$ cat src/rtl/nfr_pkg.sv
package nfr_pkg;
    localparam int BYTE_W = 8;

    localparam logic [BYTE_W-1:0] OP_GET  = 8'h0F;
    localparam logic [BYTE_W-1:0] OP_SET  = 8'h1F;
    localparam logic [BYTE_W-1:0] OP_WIPE = 8'hFF;

    localparam logic [BYTE_W-1:0] ADR_LOCK = 8'hA0;
    localparam logic [BYTE_W-1:0] ADR_CFG  = 8'hB0;
    localparam logic [BYTE_W-1:0] ADR_STAT = 8'hC0;

    localparam int CFG_OTP_BIT  = 6;
    localparam int CFG_ECC_BIT  = 4;
    localparam int CFG_QUAD_BIT = 0;

    typedef enum logic [1:0] {
        ECC_CLEAN  = 2'd0,
        ECC_FIXED  = 2'd1,
        ECC_UNCORR = 2'd2
    } ecc_res_e;

    typedef enum logic [1:0] {
        PH_CMD,
        PH_ADDR,
        PH_DATA,
        PH_IDLE
    } phase_e;

    typedef struct packed {
        logic [1:0] ecc;
        logic       prog_fail;
        logic       erase_fail;
    } stat_t;

    function automatic logic [BYTE_W-1:0] pack_status(input stat_t s, input logic busy);
        return {2'b00, s.ecc, s.prog_fail, s.erase_fail, 1'b0, busy};
    endfunction
endpackage

$ cat src/rtl/nfr_sync.sv
module nfr_sync #(
    parameter int          W       = 3,
    parameter int          STAGES  = 2,
    parameter logic [W-1:0] RST_VAL = '0
) (
    input  logic         clk,
    input  logic         rst,
    input  logic [W-1:0] d,
    output logic [W-1:0] q
);
    logic [W-1:0] pipe [STAGES];

    generate
        for (genvar s = 0; s < STAGES; s++) begin : g_stage
            if (s == 0) begin : g_first
                always_ff @(posedge clk) begin
                    if (rst) pipe[0] <= RST_VAL;
                    else     pipe[0] <= d;
                end
            end else begin : g_next
                always_ff @(posedge clk) begin
                    if (rst) pipe[s] <= RST_VAL;
                    else     pipe[s] <= pipe[s-1];
                end
            end
        end
    endgenerate

    assign q = pipe[STAGES-1];
endmodule

$ cat src/rtl/nfr_regfile.sv
module nfr_regfile
    import nfr_pkg::*;
#(
    parameter logic [BYTE_W-1:0] LOCK_RST = 8'h38,
    parameter logic [BYTE_W-1:0] CFG_RST  = 8'h10
) (
    input  logic              clk,
    input  logic              rst,
    input  logic              wr_en,
    input  logic [BYTE_W-1:0] wr_addr,
    input  logic [BYTE_W-1:0] wr_data,
    input  logic              clr_cmd,
    input  logic              core_busy,
    input  logic              core_erase_fail,
    input  logic              core_prog_fail,
    input  logic              core_ecc_load,
    input  logic [1:0]        core_ecc_val,
    input  logic [BYTE_W-1:0] rd_addr,
    output logic [BYTE_W-1:0] rd_data,
    output logic [BYTE_W-1:0] lock_q,
    output logic [BYTE_W-1:0] cfg_q,
    output stat_t             stat_q
);
    stat_t stat_nx;

    always_ff @(posedge clk) begin
        if (rst) begin
            lock_q <= LOCK_RST;
            cfg_q  <= CFG_RST;
        end else if (wr_en) begin
            if (wr_addr == ADR_LOCK) lock_q <= wr_data;
            if (wr_addr == ADR_CFG)  cfg_q  <= wr_data;
        end
    end

    // Clear from the wipe opcode first, core events layered on top.
    always_comb begin
        stat_nx = stat_q;
        if (clr_cmd) stat_nx = '0;
        if (core_erase_fail) stat_nx.erase_fail = 1'b1;
        if (core_prog_fail)  stat_nx.prog_fail  = 1'b1;
        if (core_ecc_load)   stat_nx.ecc        = core_ecc_val;
    end

    always_ff @(posedge clk) begin
        if (rst) stat_q <= '{ecc: ECC_CLEAN, default: 1'b0};
        else     stat_q <= stat_nx;
    end

    always_comb begin
        unique case (rd_addr)
            ADR_LOCK: rd_data = lock_q;
            ADR_CFG:  rd_data = cfg_q;
            ADR_STAT: rd_data = pack_status(stat_q, core_busy);
            default:  rd_data = '0;
        endcase
    end
endmodule

$ cat src/rtl/nand_feat_target.sv
module nand_feat_target
    import nfr_pkg::*;
#(
    parameter int                SYNC_STAGES = 2,
    parameter logic [BYTE_W-1:0] LOCK_RST    = 8'h38,
    parameter logic [BYTE_W-1:0] CFG_RST     = 8'h10
) (
    input  logic              clk,
    input  logic              rst,
    input  logic              spi_sclk,
    input  logic              spi_cs_n,
    input  logic              spi_mosi,
    output logic              spi_miso,
    input  logic              core_busy,
    input  logic              core_erase_fail,
    input  logic              core_prog_fail,
    input  logic              core_ecc_load,
    input  logic [1:0]        core_ecc_val,
    output logic [BYTE_W-1:0] lock_q,
    output logic [BYTE_W-1:0] cfg_q,
    output logic              cfg_otp_en,
    output logic              cfg_ecc_en,
    output logic              cfg_quad_en,
    output logic              stat_erase_fail,
    output logic              stat_prog_fail,
    output logic [1:0]        stat_ecc
);
    localparam int CNT_W = $clog2(BYTE_W);
    localparam logic [CNT_W-1:0] LAST_BIT = CNT_W'(BYTE_W - 1);

    logic              sclk_s, cs_s, mosi_s, sclk_d;
    logic              sclk_rise, sclk_fall, byte_done;
    phase_e            phase;
    logic [CNT_W-1:0]  bit_cnt;
    logic [BYTE_W-2:0] rx_sh;
    logic [BYTE_W-1:0] rx_byte, addr_q, tx_sh, rd_data;
    logic              is_rd, miso_q;
    logic              wr_en, rst_cmd;
    logic [BYTE_W-1:0] wr_addr;
    stat_t             stat_q;

    nfr_sync #(.W(3), .STAGES(SYNC_STAGES), .RST_VAL(3'b010)) u_sync (
        .clk (clk),
        .rst (rst),
        .d   ({spi_sclk, spi_cs_n, spi_mosi}),
        .q   ({sclk_s, cs_s, mosi_s})
    );

    always_ff @(posedge clk) begin
        if (rst) sclk_d <= 1'b0;
        else     sclk_d <= sclk_s;
    end

    assign sclk_rise = sclk_s & ~sclk_d & ~cs_s;
    assign sclk_fall = ~sclk_s & sclk_d & ~cs_s;
    assign rx_byte   = {rx_sh, mosi_s};
    assign byte_done = sclk_rise && (bit_cnt == LAST_BIT);
    assign wr_en     = byte_done && (phase == PH_DATA) && !is_rd;
    assign wr_addr   = addr_q;
    assign rst_cmd   = byte_done && (phase == PH_CMD) && (rx_byte == OP_WIPE);

    always_ff @(posedge clk) begin
        if (rst) begin
            phase   <= PH_CMD;
            bit_cnt <= '0;
            rx_sh   <= '0;
            is_rd   <= 1'b0;
            addr_q  <= '0;
            tx_sh   <= '0;
            miso_q  <= 1'b0;
        end else if (cs_s) begin
            phase   <= PH_CMD;
            bit_cnt <= '0;
            is_rd   <= 1'b0;
            tx_sh   <= '0;
            miso_q  <= 1'b0;
        end else begin
            if (sclk_rise) begin
                rx_sh   <= rx_byte[BYTE_W-2:0];
                bit_cnt <= bit_cnt + 1'b1;
                if (byte_done) begin
                    unique case (phase)
                        PH_CMD: begin
                            if (rx_byte == OP_GET) begin
                                phase <= PH_ADDR;
                                is_rd <= 1'b1;
                            end else if (rx_byte == OP_SET) begin
                                phase <= PH_ADDR;
                                is_rd <= 1'b0;
                            end else begin
                                phase <= PH_IDLE;
                            end
                        end
                        PH_ADDR: begin
                            addr_q <= rx_byte;
                            phase  <= PH_DATA;
                            if (is_rd) tx_sh <= rd_data;
                        end
                        PH_DATA: phase <= PH_IDLE;
                        default: phase <= PH_IDLE;
                    endcase
                end
            end
            if (sclk_fall) begin
                if (phase == PH_DATA && is_rd) begin
                    miso_q <= tx_sh[BYTE_W-1];
                    tx_sh  <= {tx_sh[BYTE_W-2:0], 1'b0};
                end else begin
                    miso_q <= 1'b0;
                end
            end
        end
    end

    nfr_regfile #(.LOCK_RST(LOCK_RST), .CFG_RST(CFG_RST)) u_regs (
        .clk             (clk),
        .rst             (rst),
        .wr_en           (wr_en),
        .wr_addr         (wr_addr),
        .wr_data         (rx_byte),
        .clr_cmd         (rst_cmd),
        .core_busy       (core_busy),
        .core_erase_fail (core_erase_fail),
        .core_prog_fail  (core_prog_fail),
        .core_ecc_load   (core_ecc_load),
        .core_ecc_val    (core_ecc_val),
        .rd_addr         (rx_byte),
        .rd_data         (rd_data),
        .lock_q          (lock_q),
        .cfg_q           (cfg_q),
        .stat_q          (stat_q)
    );

    assign spi_miso        = miso_q;
    assign cfg_otp_en      = cfg_q[CFG_OTP_BIT];
    assign cfg_ecc_en      = cfg_q[CFG_ECC_BIT];
    assign cfg_quad_en     = cfg_q[CFG_QUAD_BIT];
    assign stat_erase_fail = stat_q.erase_fail;
    assign stat_prog_fail  = stat_q.prog_fail;
    assign stat_ecc        = stat_q.ecc;
endmodule

$ cat config.mk
export PLATFORM = sky130hd
export DESIGN_NAME = nand_feat_target
export DESIGN_NICKNAME = d
export VERILOG_FILES = /design/src/rtl/nfr_pkg.sv /design/src/rtl/nfr_sync.sv /design/src/rtl/nfr_regfile.sv /design/src/rtl/nand_feat_target.sv
export SDC_FILE = /design/constraint.sdc
export NUM_CORES = 1
export LEC_CHECK = 0
export ABC_CLOCK_PERIOD_IN_PS = 1900
export BUFFER_PORTS_ARGS = -buffer_cell sky130_fd_sc_hd__buf_2
export CORE_ASPECT_RATIO = 1.5
export CORE_MARGIN = 5
export CORE_UTILIZATION = 51
export DETAILED_ROUTE_END_ITERATION = 10
export PLACE_DENSITY = 0.82
export SYNTH_ARGS = -nofsm -noshare
export SYNTH_HDL_FRONTEND = slang
export SYNTH_SLANG_ARGS = --single-unit
export TNS_END_PERCENT = 10
$ cat constraint.sdc
create_clock -name clk -period 1.9 [get_ports clk]
set_clock_uncertainty 0.15 [all_clocks]
set_input_delay 0.285 -clock clk [delete_from_list [all_inputs] [get_ports clk]]
set_output_delay 0.285 -clock clk [all_outputs]
set_load 0.005 [all_outputs]
==> impl_metrics.csv <==
group,metric,value,unit
route,drcViolationCount,0,
power_and_ir_drop,switching_power,0.0005241,W
clock_tree,path_clk_slew,0.07,ns
cells_and_area,syn2layout_area_growth,27.88,%
clock_tree,cts_made_buffers,9,
floorplan,fp.coreArea,4810,um2
synth,synth-seq-area-share,45.08,%
timing,period_needed,2.014,ns
floorplan,die_area,6501,um2
clock_tree,clk_path_buf_depth,2,
power_and_ir_drop,p_sw_share,20.94,%
synth,synthXorXnorAreaFrac,0.3460,%
cells_and_area,antenna_cells,0,
route,viasPerCell,5.461,
flow_run,max_cap_viol_count,0,
synth,yosys-top-cells-count,"dfxtp_1 (57), mux2i_1 (29), nor2_1 (29)",
placed_design,dp_hpwl,4.369,mm
synth,ys_warn_count,0,
clock_tree,h-tree-depth,3,
synth,synth.area.mux_share,11.91,%
critical_path,reg2reg_from,"bit_cnt[1]$_SDFFE_PP0P_",
synth,syn_nets,279,
route,totalWireLength,6.219,mm
synth,synth_top_family_by_area,"simple AND/OR/NAND/NOR gates",
power_and_ir_drop,intPower,0.001979,W
global_routing,grt_pass1_wl,10.14,mm
global_routing,grt_max_degree,53,
synth,yosys.area_share.adder,0.9886,%
timing,whs,0.004105,ns
power_and_ir_drop,combPwrFrac,2.8,%
timing,worst_slew_pin_slew,0.4812,ns
timing,rsz0062_at_grt,"true",
cells_and_area,fillerInstances,401,
route,ant_nets,0,
critical_path,endpoint_kind,"register",
clock_tree,cts.sinks,57,
synth,ys_ff_latch,57,
clock_tree,clock_latency,0.33,ns
power_and_ir_drop,peakVddDrop,0.0004729,V
floorplan,ioPinCount,35,
critical_path,cp_data_required_time,2.02,ns
timing,setup_viol,13,
synth,synthCells,266,
synth,synth_area_leaders,"dfxtp_1 (45%), mux2i_1 (11%), nor2_1 (4.3%)",
timing,max_freq,496.6,MHz
critical_path,startpoint,"bit_cnt[1]$_SDFFE_PP0P_",
placed_design,place_inst,375,
floorplan,start_util,52.63,%
synth,synth-edff-count,0,
route,drt-wirelength-per-cell,15.74,um
run_status,status,"finished, violations left",
route,vias,2157,
critical_path,critPathMaxFanout,7,
synth,synth_most_common_cell,"dfxtp_1",
synth,syn_area,2531,um2
critical_path,cp.arrival,2.13,ns
synth,synth_compound_area_share,11.96,%
power_and_ir_drop,p_per_area,773.3,nW/um2
clock_tree,cts_tree,"done",
min_path,holdCritPathClass,"input port to register",
synth,synth_ff_type,"dfxtp_1",
power_and_ir_drop,clock_power_share,48.6,%
timing,final.setup.worst_slack,-0.1136,ns
cells_and_area,fin_cells,395,
global_routing,grt_pass1_vias,2189,
placed_design,port_buffers,34,
synth,avgSynthCellArea,9.516,um2
global_routing,grt_use_total,20.93,%
route,dr.pass1.iters,4,
synth,synth.distinct_cells,50,
global_routing,antenna_found_initial,0,
power_and_ir_drop,leakage,1.366,nW
cells_and_area,num-nets-final,337,
timing,slew_headroom,67.92,%
floorplan,rows,31,
synth,synthSimpleGateAreaFrac,25.51,%
synth,synth-async-reset-ratio,0,%
global_routing,overflow,0,
timing,finalHoldViolCount,0,
clock_tree,cts_root_buf,"clkbuf_8",
critical_path,worstSetupPathType,"register to register",
placed_design,place_congestion,0.8180,
power_and_ir_drop,seqPwrFrac,48.6,%
min_path,min_from,"spi_sclk",
floorplan,die_h,96.28,um
synth,yosysTopAreaCellShare,45.08,%
cells_and_area,drive_gt1_share,29.79,%
timing,maxSlewViolCount,0,
route,drt_iter0_markers,133,
timing,fin_crit_sh,106.0,%
run_status,violations,"setup timing",
floorplan,die_x,67.52,um
synth,yosys.area.top_type,"dfxtp_1",
power_and_ir_drop,fin_total_pwr,0.002503,W
critical_path,worstSetupStartpointType,"register",
critical path, stage by stage, from the launching register on:
cell and delay [ns]:
dfxtp_2 0.35, ha_4 0.14, ha_4 0.11, nor4bb_4 0.20
buf_4 0.18, nand4b_4 0.14, or4_1 0.54, a21oi_1 0.13
stage by stage:
stage | area (um2) | util (%) | TNS, ns | setup slack, ns
4_1_cts | 3207 | 66.68 | -0.1985 | -0.06595
2_1_floorplan | 2531 | - | -0.1072 | -0.02988
5_1_grt | 3237 | 67.30 | -3.440 | -0.1872
6_report | 3237 | 67.30 | -0.5586 | -0.1136
3_5_place_dp | 2912 | 60.54 | -1.280 | -0.1568
3_3_place_gp | 2912 | 60.54 | -0.6218 | -0.1110
layout make-up:
type	instances	area (um2)	area share [%]
repair buffers	67	439.2	13.57
flip-flops and latches	57	1144	35.33
multi-input cells	188	1356	41.90
inverters	1	3.754	0.1160
clock buffers	11	131.4	4.059
well taps	66	82.58	2.551
clock inverters	5	80.08	2.474
state kept, by name, indices dropped and copies added (netlist names), 2 cells and up:
signal	count
addr_q	8
tx_sh	8
u_regs.cfg_q	8
u_regs.lock_q	8
rx_sh	7
u_sync.pipe	6
u_regs.stat_q	4
bit_cnt	3
phase	2
cells in the final DEF, fill, tap and decap left out, types with 3 or more instances in the layout:
cell type	netlist	final
nor4bb_1	4	3
dfxtp_1	57	55
buf_4	4	29
and2b_1	3	3
nor2b_1	14	14
clkbuf_8	0	9
nand2b_1	16	15
o21ai_1	7	6
o21ai_0	9	9
a21oi_1	16	14
and2_1	3	3
a31oi_1	3	3
nand3b_1	5	5
mux2i_1	29	29
nand2_1	7	7
nor2_1	29	29
buf_2	4	34
per-layer routing:
layer  wire [um]  share of wire, %  up-vias  track usage, %
met5           0                 0        -               0
met4         189               3.0        0           11.51
met3         234               3.8       15           4.907
met2        3277                53       50           34.85
met1        2519                41     1036           24.18
li1            -                 -     1056               -
logic make-up (layout without fill, tap and decap cells):
family / after synthesis / in the layout
AOI/OAI and AO/OA: 49 / 49
buffers and inverters: 21 / 84
muxes: 30 / 30
DFF: 57 / 57
and+or+nand+nor: 106 / 106
adders and majority gates: 2 / 2
xor gates and xnor gates: 1 / 1
worst paths after layout:
path	to	slack [ns]	cells after the start
max	tx_sh[1]$_SDFF_PP0_	-0.11	7
min	u_sync.pipe[0][2]$_SDFF_PP0_	0.004	2
min reg2reg	u_sync.pipe[1][1]$_SDFF_PP1_	0.26	1
max reg2reg	tx_sh[1]$_SDFF_PP0_	-0.11	7
power groups by stage:
stage                     registers (W)  logic (W)  clock network, W
after global routing            0.00122  0.0000792           0.00129
after detailed placement        0.00124  0.0000665                 0
after CTS                       0.00122  0.0000704           0.00122
final                           0.00122  0.0000708           0.00122
after floorplan                 0.00124  0.0000402                 0
after global placement          0.00124  0.0000655                 0
repair_timing:
action,CTS,global route
endpoints found under the setup margin,33,36
resized for setup,10,7
setup buffers,2,0
hold buffers,2,0
pin swaps,7,2
endpoints found under the hold margin,2,0
cloned,0,0
No activity file was read; power rests on OpenSTA's default activity.
